**src/rtl/cellsplit_pkg.sv**
```systemverilog
package cellsplit_pkg;

   typedef enum logic [1:0] {
      PH_CLEAR  = 2'd0,
      PH_MEAS   = 2'd1,
      PH_DECIDE = 2'd2
   } phase_t;

   typedef enum logic [1:0] {
      ACT_HOLD   = 2'd0,
      ACT_GROW   = 2'd1,
      ACT_SHRINK = 2'd2
   } action_t;

endpackage

```
**src/rtl/cs_edge_counter.sv**
```systemverilog
module cs_edge_counter #(
   parameter int EDGE_W      = 10,
   parameter int SYNC_STAGES = 2
) (
   input  logic              clk,
   input  logic              rst,
   input  logic              async_in,
   input  logic              cnt_en,
   input  logic              clr,
   output logic [EDGE_W-1:0] count
);

   localparam logic [EDGE_W-1:0] CNT_MAX = '1;

   logic [SYNC_STAGES-1:0] sync_q;
   logic                   last_q;
   logic                   rise;

   generate
      if (SYNC_STAGES < 2) begin : g_bad_sync
         $error("cs_edge_counter: SYNC_STAGES must be at least 2");
      end
      if (EDGE_W < 2) begin : g_bad_width
         $error("cs_edge_counter: EDGE_W must be at least 2");
      end
   endgenerate

   always_ff @(posedge clk) begin
      if (rst) begin
         sync_q <= '0;
         last_q <= 1'b0;
      end else begin
         sync_q <= {sync_q[SYNC_STAGES-2:0], async_in};
         last_q <= sync_q[SYNC_STAGES-1];
      end
   end

   assign rise = sync_q[SYNC_STAGES-1] & ~last_q;

   always_ff @(posedge clk) begin
      if (rst || clr) begin
         count <= '0;
      end else if (cnt_en && rise && (count != CNT_MAX)) begin
         count <= count + 1'b1;
      end
   end

   // a saturated count stays at its ceiling until cleared
   p_cnt_sat_r8: assert property (@(posedge clk) disable iff (rst)
      (count == CNT_MAX && !clr) |=> (count == CNT_MAX));

   // without a clear the count never decreases and never jumps by more than one
   p_cnt_step_r8: assert property (@(posedge clk) disable iff (rst)
      (!clr) |=> (count == $past(count) || count == $past(count) + 1'b1));

   // the clearing cycle empties the count
   p_cnt_clear_r4: assert property (@(posedge clk) disable iff (rst)
      clr |=> (count == '0));

endmodule

```
**src/rtl/cs_window_seq.sv**
```systemverilog
module cs_window_seq
   import cellsplit_pkg::*;
#(
   parameter int WIN_CYCLES = 1024
) (
   input  logic clk,
   input  logic rst,
   input  logic en,
   output logic meas,
   output logic decide,
   output logic clearing
);

   localparam int WIN_W = (WIN_CYCLES > 2) ? $clog2(WIN_CYCLES) : 1;
   localparam logic [WIN_W-1:0] WIN_LAST = WIN_W'(WIN_CYCLES - 1);

   phase_t           ph_q;
   logic [WIN_W-1:0] win_q;

   generate
      if (WIN_CYCLES < 2) begin : g_bad_win
         $error("cs_window_seq: WIN_CYCLES must be at least 2");
      end
   endgenerate

   always_ff @(posedge clk) begin
      if (rst) begin
         ph_q  <= PH_CLEAR;
         win_q <= '0;
      end else if (!en) begin
         ph_q  <= PH_CLEAR;
         win_q <= '0;
      end else begin
         case (ph_q)
            PH_CLEAR: begin
               ph_q  <= PH_MEAS;
               win_q <= '0;
            end
            PH_MEAS: begin
               if (win_q == WIN_LAST) begin
                  ph_q <= PH_DECIDE;
               end else begin
                  win_q <= win_q + 1'b1;
               end
            end
            PH_DECIDE: begin
               ph_q <= PH_CLEAR;
            end
            default: begin
               ph_q  <= PH_CLEAR;
               win_q <= '0;
            end
         endcase
      end
   end

   assign meas     = (ph_q == PH_MEAS);
   assign decide   = (ph_q == PH_DECIDE);
   assign clearing = (ph_q == PH_CLEAR);

   // the decision cycle lasts one cycle and is followed by a clearing cycle
   p_decide_pulse_r4: assert property (@(posedge clk) disable iff (rst)
      decide |=> (!decide && clearing));

   // a decision is entered only from a measuring window
   p_decide_after_meas_r4: assert property (@(posedge clk) disable iff (rst)
      $rose(decide) |-> $past(meas));

   // with enable low the sequencer parks in the clearing phase
   p_park_r9: assert property (@(posedge clk) disable iff (rst)
      (!en) |=> clearing);

endmodule

```
**src/rtl/cs_rate_compare.sv**
```systemverilog
module cs_rate_compare
   import cellsplit_pkg::*;
#(
   parameter int EDGE_W = 10,
   parameter int HYST   = 2
) (
   input  logic [EDGE_W-1:0] cnt_a,
   input  logic [EDGE_W-1:0] cnt_b,
   output action_t           action
);

   logic              a_ahead;
   logic [EDGE_W-1:0] gap;
   logic              in_band;

   generate
      if (HYST < 0 || HYST >= (1 << EDGE_W)) begin : g_bad_hyst
         $error("cs_rate_compare: HYST must lie in 0 .. 2**EDGE_W-1");
      end
   endgenerate

   always_comb begin
      a_ahead = (cnt_a > cnt_b);
      gap     = a_ahead ? (cnt_a - cnt_b) : (cnt_b - cnt_a);
   end

   generate
      if (HYST == 0) begin : g_exact
         assign in_band = (gap == '0);
      end else begin : g_band
         assign in_band = (gap <= EDGE_W'(HYST));
      end
   endgenerate

   always_comb begin
      if (in_band) begin
         action = ACT_HOLD;
      end else if (a_ahead) begin
         action = ACT_GROW;
      end else begin
         action = ACT_SHRINK;
      end
   end

endmodule

```
**src/rtl/cs_boundary_reg.sv**
```systemverilog
module cs_boundary_reg
   import cellsplit_pkg::*;
#(
   parameter int N_CELLS = 82
) (
   input  logic               clk,
   input  logic               rst,
   input  logic               apply,
   input  action_t            action,
   output logic [N_CELLS-1:0] sel,
   output logic               dir,
   output logic               stop
);

   localparam int HALF = N_CELLS / 2;

   function automatic logic [N_CELLS-1:0] low_ones(input int k);
      logic [N_CELLS-1:0] v;
      for (int i = 0; i < N_CELLS; i++) begin
         v[i] = (i < k);
      end
      return v;
   endfunction

   localparam logic [N_CELLS-1:0] SEL_RESET = low_ones(HALF);

   logic can_grow;
   logic can_shrink;

   generate
      if (N_CELLS < 2) begin : g_bad_cells
         $error("cs_boundary_reg: N_CELLS must be at least 2");
      end
   endgenerate

   assign can_grow   = ~sel[N_CELLS-2];
   assign can_shrink = sel[1];

   always_ff @(posedge clk) begin
      if (rst) begin
         sel  <= SEL_RESET;
         dir  <= 1'b0;
         stop <= 1'b0;
      end else if (apply) begin
         case (action)
            ACT_GROW: begin
               dir  <= 1'b0;
               stop <= 1'b0;
               if (can_grow) begin
                  sel <= {sel[N_CELLS-2:0], 1'b1};
               end
            end
            ACT_SHRINK: begin
               dir  <= 1'b1;
               stop <= 1'b0;
               if (can_shrink) begin
                  sel <= {1'b0, sel[N_CELLS-1:1]};
               end
            end
            default: begin
               stop <= 1'b1;
            end
         endcase
      end
   end

   // the vector is a run of ones from bit 0
   p_thermo_r2: assert property (@(posedge clk) disable iff (rst)
      (((sel + 1'b1) & sel) == '0));

   // each channel keeps at least one cell
   p_limits_r7: assert property (@(posedge clk) disable iff (rst)
      (sel[0] && !sel[N_CELLS-1]));

   // any change touches exactly one bit
   p_one_step_r2: assert property (@(posedge clk) disable iff (rst)
      !$stable(sel) |-> ($countones(sel ^ $past(sel)) == 1));

   // the vector moves only on the edge that ends a decision cycle
   p_move_on_decide_r4: assert property (@(posedge clk) disable iff (rst)
      !$stable(sel) |-> $past(apply));

   // growth of channel 1 comes with dir low, shrink with dir high
   p_dir_grow_r3: assert property (@(posedge clk) disable iff (rst)
      ($countones(sel) > $countones($past(sel))) |-> !dir);
   p_dir_shrink_r3: assert property (@(posedge clk) disable iff (rst)
      ($countones(sel) < $countones($past(sel))) |-> dir);

   // a stop decision leaves the vector where it was
   p_hold_in_band_r5: assert property (@(posedge clk) disable iff (rst)
      stop |-> $stable(sel));

endmodule

```
**src/rtl/cell_split_ctrl.sv**
```systemverilog
module cell_split_ctrl
   import cellsplit_pkg::*;
#(
   parameter int N_CELLS     = 82,
   parameter int WIN_CYCLES  = 1024,
   parameter int EDGE_W      = 10,
   parameter int HYST        = 2,
   parameter int SYNC_STAGES = 2
) (
   input  logic               clk_s,
   input  logic               rst,
   input  logic               en,
   input  logic               ch1_clk,
   input  logic               ch2_clk,
   output logic [N_CELLS-1:0] cell_sel,
   output logic               dir,
   output logic               stop,
   output logic               ready
);

   localparam int N_CH = 2;

   logic [N_CH-1:0]   ch_in;
   logic [EDGE_W-1:0] ch_cnt [N_CH];
   logic              meas;
   logic              decide;
   logic              clearing;
   action_t           action;

   assign ch_in = {ch2_clk, ch1_clk};

   generate
      for (genvar c = 0; c < N_CH; c++) begin : g_ch
         cs_edge_counter #(
            .EDGE_W      (EDGE_W),
            .SYNC_STAGES (SYNC_STAGES)
         ) u_cnt (
            .clk      (clk_s),
            .rst      (rst),
            .async_in (ch_in[c]),
            .cnt_en   (meas),
            .clr      (clearing),
            .count    (ch_cnt[c])
         );
      end
   endgenerate

   cs_window_seq #(
      .WIN_CYCLES (WIN_CYCLES)
   ) u_seq (
      .clk      (clk_s),
      .rst      (rst),
      .en       (en),
      .meas     (meas),
      .decide   (decide),
      .clearing (clearing)
   );

   cs_rate_compare #(
      .EDGE_W (EDGE_W),
      .HYST   (HYST)
   ) u_cmp (
      .cnt_a  (ch_cnt[0]),
      .cnt_b  (ch_cnt[1]),
      .action (action)
   );

   cs_boundary_reg #(
      .N_CELLS (N_CELLS)
   ) u_bnd (
      .clk    (clk_s),
      .rst    (rst),
      .apply  (decide),
      .action (action),
      .sel    (cell_sel),
      .dir    (dir),
      .stop   (stop)
   );

   assign ready = decide;

   // enable low suppresses the next decision pulse
   p_no_ready_idle_r9: assert property (@(posedge clk_s) disable iff (rst)
      (!en) |=> !ready);

   // outside a decision cycle the outputs hold
   p_hold_idle_r9: assert property (@(posedge clk_s) disable iff (rst)
      (!ready) |=> ($stable(cell_sel) && $stable(dir) && $stable(stop)));

   // ready is a single-cycle pulse
   p_ready_pulse_r4: assert property (@(posedge clk_s) disable iff (rst)
      ready |=> !ready);

endmodule

```
**config.mk**
```make
export PLATFORM = sky130hd
export DESIGN_NAME = cell_split_ctrl
export DESIGN_NICKNAME = d
export VERILOG_FILES = /design/src/rtl/cellsplit_pkg.sv /design/src/rtl/cs_edge_counter.sv /design/src/rtl/cs_window_seq.sv /design/src/rtl/cs_rate_compare.sv /design/src/rtl/cs_boundary_reg.sv /design/src/rtl/cell_split_ctrl.sv
export SDC_FILE = /design/constraint.sdc
export NUM_CORES = 1
export LEC_CHECK = 0
export BUFFER_PORTS_ARGS = -buffer_cell sky130_fd_sc_hd__buf_2
export CAP_MARGIN = 10
export CORE_UTILIZATION = 62
export CTS_CLUSTER_SIZE = 24
export DETAILED_ROUTE_END_ITERATION = 16
export PLACE_DENSITY = 0.91
export SYNTH_ARGS = -nofsm -noshare
export SYNTH_HDL_FRONTEND = slang
export SYNTH_SLANG_ARGS = --single-unit
```
**constraint.sdc**
```tcl
create_clock -name clk_s -period 5.48 [get_ports clk_s]
set_clock_uncertainty 0.1 [all_clocks]
set_input_delay 0.274 -clock clk_s [delete_from_list [all_inputs] [get_ports clk_s]]
set_output_delay 0.274 -clock clk_s [all_outputs]
set_load 0.1 [all_outputs]
```
# After elaboration in Yosys (flattened, before gate mapping)
# Cells that the tools add are included.
# totals
ff_bits	122
out_inout_bits	85
# op_classes
order_cmp	2
n_reduce_logical	14
eq_ne	11
n_bitwise	6
n_mux	12
add_sub_neg	5
# op_table
op	count
$mux 82	2
$pmux 82 s2	1
$add 10x1->10 const B	3
$mux 10	2
$ne 10x10->1 const B	2
$pmux 10 s2	1
$sub 10x10->10	2
$eq 10x10->1 const B	1
$gt 10x10->1	1
$le 10x2->1 const B	1
$mux 2	3
$reduce_and 3->1	2
$eq 2x1->1 const B	2
$eq 2x2->1 const B	2
$logic_and 1x1->1	4
$ne 2x1->1 const B	2
$ne 2x2->1 const B	2
$not 1->1	4
$pmux 2 s2	1
$reduce_and 2->1	2
$reduce_and 4->1	1
$reduce_or 2->1	2
$and 1x1->1	2
$logic_not 2->1	1
other kinds (4)	4

# Longest topological paths before layout
# Gate-level depths: netlist of run 1.
# depth
word_depth	7
ltp_mapped	15
mapped_depth_nobuf	12

# By module
# A second synthesis of run 1 with hierarchy kept.
# unflattened
hier_cells	767
hier_area_um2	6726.5
# modules_own_cells
mod	n_inst	seq_area_each_um2	cells_each	area_per_inst_um2
cs_boundary_reg	1	1661.6	420	3849.9
cs_edge_counter	2	260.2	63	606.8
cs_rate_compare	1	0.0	146	1036.0
cs_window_seq	1	240.2	75	626.9

# Worst setup path before layout of run 1
# OpenSTA, ideal clock, no wires.
# synth_timing
kind	flip-flop to flip-flop
start	register g_ch[1].u_cnt.count[2]
end	register u_bnd.sel[31]
synth_period_minus_slack_ps	3373
arrival_ps	3125
path_stages_with_launch	14
slack_ps	2107
required_time_ps	5232
n_path_buf	3
path_cell_list	dfxtp_1 > inv_1 > ha_1 > buf_2 > a21o_1 > a221o_1 > o21ai_1 > mux2_1 > or4_4 > o21a_4 > nor2_4 > buf_6 > buf_6 > o211ai_2
# synth_between
elab_chain_cells	7
word_cells_on_any_way	14
# synth_lines
item	line	text
from (decl)	cs_edge_counter.sv:10	output logic [EDGE_W-1:0] count
from (signal assigned)	cs_edge_counter.sv:44	count <= count + 1'b1;
$sub 10x10->10 / $gt 10x10->1 (equally long branches)	cs_rate_compare.sv:24, cs_rate_compare.sv:23	
$mux 10	cs_rate_compare.sv:24	gap = a_ahead ? (cnt_a - cnt_b) : (cnt_b - cnt_a);
$le 10x2->1	cs_rate_compare.sv:31	assign in_band = (gap <= EDGE_W'(HYST));
$mux 2 (*)	cs_rate_compare.sv:36	if (in_band) begin
$eq 2x2->1 / $eq 2x1->1 (equally long branches)	cs_boundary_reg.sv:45	case (action)
$ne 2x1->1 (no line), or another cell as far along	n/a	
$reduce_and 4->1 (no line)	n/a	
to (signal assigned)	cs_boundary_reg.sv:50	sel <= {sel[N_CELLS-2:0], 1'b1};
to (signal assigned)	cs_boundary_reg.sv:57	sel <= {1'b0, sel[N_CELLS-1:1]};
to (decl)	cs_boundary_reg.sv:10	output logic [N_CELLS-1:0] sel,
# Mark *: on every way between the ends. The rest lies on a longest branch, timed or not.
# A chain may end at the register's enable or synchronous reset.

# Final worst setup path of run 1
# layout_timing
start	register g_ch[1].u_cnt.count[2]
end	register u_bnd.sel[0]
# Same word-level chain as after synthesis.

==> results of run 1 <==
final timing paths:
path                                         startpoint                      end  slack, ns
worst max-delay path             g_ch[1].u_cnt.count[2]             u_bnd.sel[0]       1.11
worst min-delay path                                 en           u_seq.win_q[8]       0.15
worst max register to register   g_ch[1].u_cnt.count[2]             u_bnd.sel[0]       1.11
worst min register to register  g_ch[0].u_cnt.sync_q[0]  g_ch[0].u_cnt.sync_q[1]       0.35
area by class of cell:
| class | instances | area, um2 |
|---|---|---|
| fillers | 697 | 2470 |
| inverters | 31 | 116 |
| repair buffers | 100 | 556 |
| clock inverters | 14 | 148 |
| multi-input cells | 513 | 3550 |
| clock buffers | 18 | 428 |
| flip-flops and latches | 121 | 2420 |
| well taps | 133 | 166 |
registers in the layout (all words and copies together), names as in the netlist:
name	cells
u_bnd.dir	1
g_ch.u_cnt.sync_q	4
u_bnd.sel	81
u_bnd.stop	1
g_ch.u_cnt.count	20
u_seq.win_q	10
u_seq.ph_q	2
g_ch.u_cnt.last_q	2
kinds of logic (layout without fill, tap and decap cells):
group,Yosys count,count (layout)
XOR/XNOR,24,24
flip-flops,121,121
buffers and inverters,94,163
AO/OA/AOI/OAI,284,284
other,1,1
adder cells (fa/ha/maj),24,24
multiplexers,6,6
AND/OR/NAND/NOR,174,174
synth_stat cells, drive strengths merged, types with 3 or more instances:
library cell and n:
nor4 3, ha 22, buf 29, o22ai 4
a2111oi 3, clkbuf 34, dfxtp 121, o31ai 41
nor2 42, nand3 55, a22oi 79, nor2b 11
inv 30, o211ai 39, o21ai 22, mux2i 4
nand2 18, nor3 10, xor2 5, a21o 5
nand2b 4, xnor2 19, a211oi 5, nand3b 4
a21oi 66, or4 3, nand4 5, or3 5
and3 8
metal layers:
| layer | up-vias | global-route usage [%] |
|---|---|---|
| met3 | 37 | 7.86 |
| met4 | 0 | 13.2 |
| li1 | 2842 | - |
| met1 | 2916 | 39.6 |
| met5 | - | 0 |
| met2 | 270 | 49.1 |
metrics by stage:
step | cell area [um2] | util (%)
finish | 7390 | 74.9
global route | 7390 | 74.9
CTS | 7390 | 74.9
detailed placement | 6770 | 68.6
global placement | 6770 | 68.6
floorplan | 6360 | -
power by group through the flow:
stage | combinational (uW) | sequential (uW) | clock, uW
floorplan | 40.9 | 902 | 0
global placement | 48.5 | 902 | 0
detailed placement | 50.6 | 903 | 0
CTS | 53.7 | 884 | 1080
global route | 58.5 | 883 | 1130
finish | 54.5 | 884 | 1080
layout by cell type (no fill, tap or decap), types with 10 or more instances in the layout:
| master | n |
|---|---|
| clkbuf_16 | 16 |
| dfxtp_1 | 121 |
| a21oi_1 | 65 |
| o211ai_2 | 10 |
| nand3_1 | 55 |
| a22oi_1 | 79 |
| nor2_1 | 41 |
| o211ai_1 | 29 |
| buf_2 | 88 |
| nor2b_1 | 11 |
| ha_1 | 22 |
| xnor2_1 | 19 |
| nand2_1 | 17 |
| o21ai_0 | 16 |
| o31ai_1 | 40 |
| inv_1 | 29 |
| nor3_1 | 10 |
tightest hold or removal path, stage by stage:
cell,delay [ns]
buf_2,0.08
nand2_1,0.23
nor2_1,0.16
==> Implementation_results.wiki, run 1 <==
{| class="wikitable"
! Metric !! Value
|-
| Highest signal layer in the routed design || met4
|-
| Die Footprint || approximately 11,000 um2
|-
| Post-synth ARST share || 0%
|-
| Met2 WL || 8100 um
|-
| RSZ-0062 raised after global routing || false
|-
| Number of sinks driven by the clock tree || 121
|-
| Final net count || 813
|-
| Count of cells along the worst register-to-register path || 11
|-
| Type of element capturing the critical path || flip-flop
|-
| Post-CTS setup buffer count || 0
|-
| Total Routing Usage GR || 30.8%
|-
| VDD IR-drop max || 0.252 mV
|-
| Fraction of final layout cells sized beyond drive strength 1 || 19.3%
|-
| Switching power as a share of total power || between 20% and 30%
|-
| Synthesized-area fraction occupied by ao, oa, aoi and oai cells || 32.2%
|-
| Core Footprint || 9860 um2
|-
| Post-synthesis average cell area || 8.74 um2
|-
| Layout Area Growth over Synthesis || 16.1%
|-
| Achievable Freq || about 230 MHz
|-
| Maximum number of pins on one net before global-route repair || 81
|-
| # DRC || 0
|-
| Lkg Pwr || 0.00327 uW
|-
| Placed cell count || 893
|-
| Wire length of the first global-routing pass || 25,800 um
|-
| Mapped cell area || 6360 um2
|-
| Max Slew Vio Count || 0
|-
| Slowest cell delay on critical path || 0.57 ns
|-
| Minimum hold slack || between 0.15 and 0.2 ns
|-
| Number of port buffers || 88
|-
| Areal power density over the cells || 273 nW/um2
|-
| Hold/Removal Path Class || input port to flip-flop
|-
| Worst slew margin || 26.3%
|-
| Power share of the clock group || 53.5%
|-
| Kind of cell adding the most delay to the critical path || simple AND/OR/NAND/NOR gates
|-
| Sequential element share of the synthesized area || about two fifths
|-
| Aggregate routed wire length || 16,400 um
|-
| Clock root cell || clkbuf_8
|-
| Crit-path cells || inv_1 -> ha_1 -> a21o_1 -> a221o_1 -> o21ai_1 -> mux2_1 -> or4_4 -> o21ai_4 -> buf_4 -> nand2_2 -> or3_1
|-
| Data required, critical path || just under 6 ns
|-
| Accumulated negative setup slack || 0 ns
|-
| Syn Inst Count || 728
|-
| Final hold vios || 0
|-
| Starting Density || 64.5%
|-
| Initial antenna violation count || 0
|-
| Count of cell instances traversed by the critical path || 11
|-
| Top fanout value on the critical path || 41
|-
| Fraction of the cycle the final worst path needs || about 80%
|-
| Number of DRC violations after detailed-routing iteration 0 || 526
|-
| EDFF count, synth || 0
|-
| Simple-Gate Fraction of Synth Area || 13.9%
|-
| Worst Path Arrival || 4.68 ns
|-
| Combinational group share of total power || 2.7%
|-
| Length of routed wiring on met1 || 6780 um
|-
| Pre-CTS setup slack || 1.17 ns
|-
| Ratio of routed vias to standard cells || 6.52
|-
| Buffer levels on the longest clock path || 2
|-
| Total congestion overflow || 0
|-
| Post-layout power || just over 2000 uW
|-
| Maximum level of the CTS H-tree || 4
|-
| Routability congestion estimate || 0.858
|-
| Total of endpoints with negative setup slack in the final report || 0
|-
| Cell accounting for the most synthesized area || dfxtp_1
|-
| Cell with the biggest individual delay on the critical path || or4_4
|-
| Met3 wire length || 1130 um
|-
| Layout Cells excl Fill || between 900 and 1,000
|-
| Cts-stage hold buffer count || 5
|-
| Net Count, Synth || 757
|-
| Start-to-end type of the worst setup path || flip-flop to flip-flop
|-
| Setup ws final || 1.11 ns
|-
| Antenna cell count || 0
|-
| Total number of yosys warnings || 0
|-
| Synth Register Bits || 121
|-
| Hpwl dp || 10,300 um
|-
| Run status || completed
|-
| Skew-Pair Late Insertion Delay || 0.53 ns
|-
| Detailed-router iteration count before antenna repair || 6
|-
| Buffering stage count on the worst path with inverters included || 2
|-
| DIE WIDTH || 103 um
|-
| Final min period || 4.37 ns
|-
| Slew at the pin with the worst max-slew slack || 1.09 ns
|-
| Xor/xnor share of the synthesized area || 3.30%
|-
| Min-Delay Path Depth || 3
|-
| Site row count || 36
|-
| Via total after detailed routing || approximately 6,100
|-
| Wire length per cell after detailed routing || 17.6 um
|-
| Worst setup SP type || flip-flop
|-
| Predominant post-synthesis flop cell || dfxtp_1
|-
| Area fraction of the dominant cell type after synthesis || 38.1%
|-
| Number of global-route vias before repair || 5,389
|-
| Number of distinct library cells after synthesis || 69
|-
| Main combinational cell family by area after synthesis || compound AO/OA/AOI/OAI gates
|-
| Reg power frac || 43.8%
|-
| Reported max-cap violation count || 0
|-
| Cell-internal power || 1560 uW
|-
| Adder-cell share of the synthesized area || 4.95%
|-
| Clock buffers created by TritonCTS || 17
|-
| Net Switching || 459 uW
|-
| Boundary pin count || 90
|-
| Chip height || between 100 and 150 um
|-
| CTS tree || built
|-
| Post-CTS Resized || 0
|-
| Top area cells in the synthesized netlist || dfxtp_1 38%, a22oi_1 9.3%, a21oi_1 5.1%, o31ai_1 4.7%, ha_1 4.3%
|-
| Number of nets with antenna violations after detailed routing || 0
|-
| Multiplexer share of the synthesized area || 0.983%
|-
| Clock transition time at the flip-flop clock pins of the worst setup and hold paths || 0.06 ns
|}
Power figures use the tool's default switching activity.
==> inputs of run 2 (changes only) <==
--- a/config.mk
+++ b/config.mk
@@ -7,10 +7,10 @@
 export LEC_CHECK = 0
 export BUFFER_PORTS_ARGS = -buffer_cell sky130_fd_sc_hd__buf_2
 export CAP_MARGIN = 10
-export CORE_UTILIZATION = 62
+export CORE_UTILIZATION = 58
 export CTS_CLUSTER_SIZE = 24
 export DETAILED_ROUTE_END_ITERATION = 16
-export PLACE_DENSITY = 0.91
+export PLACE_DENSITY = 0.87
 export SYNTH_ARGS = -nofsm -noshare
 export SYNTH_HDL_FRONTEND = slang
 export SYNTH_SLANG_ARGS = --single-unit
==> constraint.sdc (replaced) <==
create_clock -name clk_s -period 4.24 [get_ports clk_s]
set_clock_uncertainty 0.1 [all_clocks]
set_input_delay 0.212 -clock clk_s [delete_from_list [all_inputs] [get_ports clk_s]]
set_output_delay 0.212 -clock clk_s [all_outputs]
set_load 0.1 [all_outputs]
==> Implementation_results.wiki, run 2 (same netlist as run 1, synthesis figures left out) <==
{| class="wikitable"
! Metric !! Value
|-
| Via total after detailed routing || 6,010 (-0.91%)
|-
| Core Footprint || 10,500 um2 (+6.1%)
|-
| Critical Path Source || g_ch[1].u_cnt.count[2]
|-
| Data required, critical path || 4.50 ns (-1.29 ns)
|-
| Starting Density || 60.8% (-3.7 points)
|-
| Die Footprint || 11,400 um2 (+6.8%)
|-
| Layout Area Growth over Synthesis || 16.7%
|-
| VDD IR-drop max || 0.279 mV (+11%)
|-
| Flop2flop setup slack || 0.40 ns (-0.71 ns)
|-
| Chip height || 107 um (+3.3%)
|-
| Max FFs per register || 81 (unchanged)
|-
| Initial antenna violation count || 0 (unchanged)
|-
| Final hold vios || 0 (unchanged)
|-
| Combinational group share of total power || 2.7% (about the same)
|-
| Top library cells by usage in the layout, fill and taps aside || 121 x dfxtp_1, 88 x buf_2, 79 x a22oi_1
|-
| Total of endpoints with negative setup slack in the final report || 0 (unchanged)
|-
| Number of port buffers || 88 (unchanged)
|-
| RSZ-0062 raised after global routing || false
|-
| Ratio of routed vias to standard cells || 6.40 (-1.9%)
|-
| Net Switching || 599 uW (+31%)
|-
| Reported max-cap violation count || 0 (unchanged)
|-
| Fraction of final layout cells sized beyond drive strength 1 || 19.8% (+0.48 points)
|-
| Hold/Removal Path Class || input port to flip-flop
|-
| Lkg Pwr || 0.00330 uW (+0.93%)
|-
| Worst slew margin || 47.2% (+21 points)
|-
| Number of DRC violations after detailed-routing iteration 0 || 504 (-4.2%)
|-
| Post-CTS Resized || 0 (unchanged)
|-
| Type of element capturing the critical path || flip-flop
|-
| Startpoint of the most critical hold path || en
|-
| Switching power as a share of total power || 23.1% (+0.32 points)
|-
| Max Slew Vio Count || 0 (unchanged)
|-
| Final min period || 3.84 ns (-0.534 ns)
|-
| Post-CTS setup buffer count || 0 (unchanged)
|-
| Aggregate routed wire length || 16,400 um (+0.28%)
|-
| Worst Path Arrival || 4.10 ns (-0.58 ns)
|-
| Top Registers || u_bnd.sel x81, g_ch.u_cnt.count x20, u_seq.win_q x10
|-
| Power share of the clock group || 53.3% (-0.2 points)
|-
| Boundary pin count || 90 (unchanged)
|-
| Routability congestion estimate || 0.903 (+5.2%)
|-
| Start-to-end type of the worst setup path || flip-flop to flip-flop
|-
| Commonest non-fill, non-tap cell in the layout || dfxtp_1
|-
| Worst setup SP type || flip-flop
|-
| Detailed-router iteration count before antenna repair || 7 (+1)
|-
| Total congestion overflow || 0 (unchanged)
|-
| Cts-stage hold buffer count || 5 (unchanged)
|-
| Site row count || 37 (+2.8%)
|-
| # DRC || 0 (unchanged)
|-
| Final-layout fill cell count || 786 (+13%)
|-
| Skew-Pair Late Insertion Delay || 0.53 ns (about the same)
|-
| Register bank with the most flops || u_bnd.sel
|-
| Slew at the pin with the worst max-slew slack || 0.785 ns (-0.305 ns)
|-
| Areal power density over the cells || 350 nW/um2 (+28%)
|-
| Clock buffers created by TritonCTS || 17 (unchanged)
|-
| Top fanout value on the critical path || 41 (unchanged)
|-
| Wire length of the first global-routing pass || 26,500 um (+2.6%)
|-
| Final net count || 819 (+0.74%)
|-
| CTS tree || built
|-
| Maximum number of pins on one net before global-route repair || 57 (-30%)
|-
| Reg2reg start || g_ch[1].u_cnt.count[2]
|-
| Wire length per cell after detailed routing || 17.5 um (-0.68%)
|-
| Hpwl dp || 10,500 um (+1.8%)
|-
| Achievable Freq || 261 MHz (+14%)
|-
| Reg power frac || 44.0% (+0.2 points)
|-
| Fraction of the cycle the final worst path needs || 90.5% (+11 points)
|-
| Cell-internal power || 2000 uW (+28%)
|-
| Number of sinks driven by the clock tree || 121 (unchanged)
|-
| Antenna cell count || 0 (unchanged)
|-
| Post-layout power || 2600 uW (+29%)
|-
| Number of nets with antenna violations after detailed routing || 0 (unchanged)
|-
| Maximum level of the CTS H-tree || 4 (unchanged)
|-
| Total Routing Usage GR || 28.7% (-2.1 points)
|-
| Number of global-route vias before repair || 5,438 (+0.91%)
|-
| Clock root cell || clkbuf_8
|-
| DIE WIDTH || 107 um (+3.3%)
|-
| Clock transition time at the flip-flop clock pins of the worst setup and hold paths || 0.06 ns (about the same)
|-
| Accumulated negative setup slack || 0 ns (unchanged)
|-
| Run status || completed
|-
| Buffer levels on the longest clock path || 2 (unchanged)
|}
## run 2: changes by cell type in the layout (fill, tap and decap cells not counted)
cell        previous run  this run
clkinvlp_4             5         4
clkbuf_1               0         1
clkinv_4               2         3
buf_4                  6        12
clkbuf_8               2         1
## run 2: per-layer routing
| layer | global-route usage (%) | share of wire, % | vias to the layer above |
|---|---|---|---|
| met4 | 10.7 | 1.4 | 0 |
| met3 | 6.50 | 6.1 | 25 |
| met2 | 45.2 | 48 | 245 |
| met5 | 0 | 0 | - |
| li1 | - | - | 2870 |
| met1 | 38.5 | 44 | 2870 |
## run 2: final timing paths
kind                              to  cells past startpoint
max                     u_bnd.sel[4]                     11
min                   u_seq.win_q[0]                      3
max reg2reg             u_bnd.sel[4]                     11
min reg2reg  g_ch[1].u_cnt.sync_q[1]                      1
## run 2: per-stage QoR
step           instances  utilization (%)  instance area (um2)  hold WS, ns  setup slack, ns
6_report             939             71.0                 7430        0.103            0.405
5_1_grt              939             71.0                 7430        0.151            0.254
4_1_cts              939             71.0                 7430       0.0867            0.431
3_5_place_dp         902             65.1                 6810        0.326            0.450
3_3_place_gp         902             65.1                 6810        0.315            0.585
2_1_floorplan        728                -                 6360        0.214            0.867
## run 2: area by class of cell
cell class | count | area, um2 | area share (%)
multi-input combinational | 513 | 3550 | 47.8
clock buffer | 18 | 418 | 5.62
clock inverter | 14 | 149 | 2.00
tap | 136 | 170 | 2.29
inverter | 31 | 116 | 1.57
timing repair buffer | 106 | 601 | 8.08
sequential | 121 | 2420 | 32.6
## run 2: power groups by stage
stage | logic [uW] | registers, uW | clock network, uW
after floorplan | 52.8 | 1170 | 0
after global placement | 62.7 | 1170 | 0
after detailed placement | 65.2 | 1170 | 0
after global routing | 76.3 | 1140 | 1450
after CTS | 69.4 | 1140 | 1390
final | 70.7 | 1140 | 1380
## run 2: worst max-delay path: stages, from the launching register on
cell and delay [ns]:
dfxtp_1 0.41, inv_1 0.10, ha_1 0.43, a21o_1 0.24, a221o_1 0.37, o21ai_1 0.15
mux2_1 0.34, or4_4 0.57, o21a_4 0.38, nor2_4 0.18, buf_12 0.23, o211ai_1 0.13
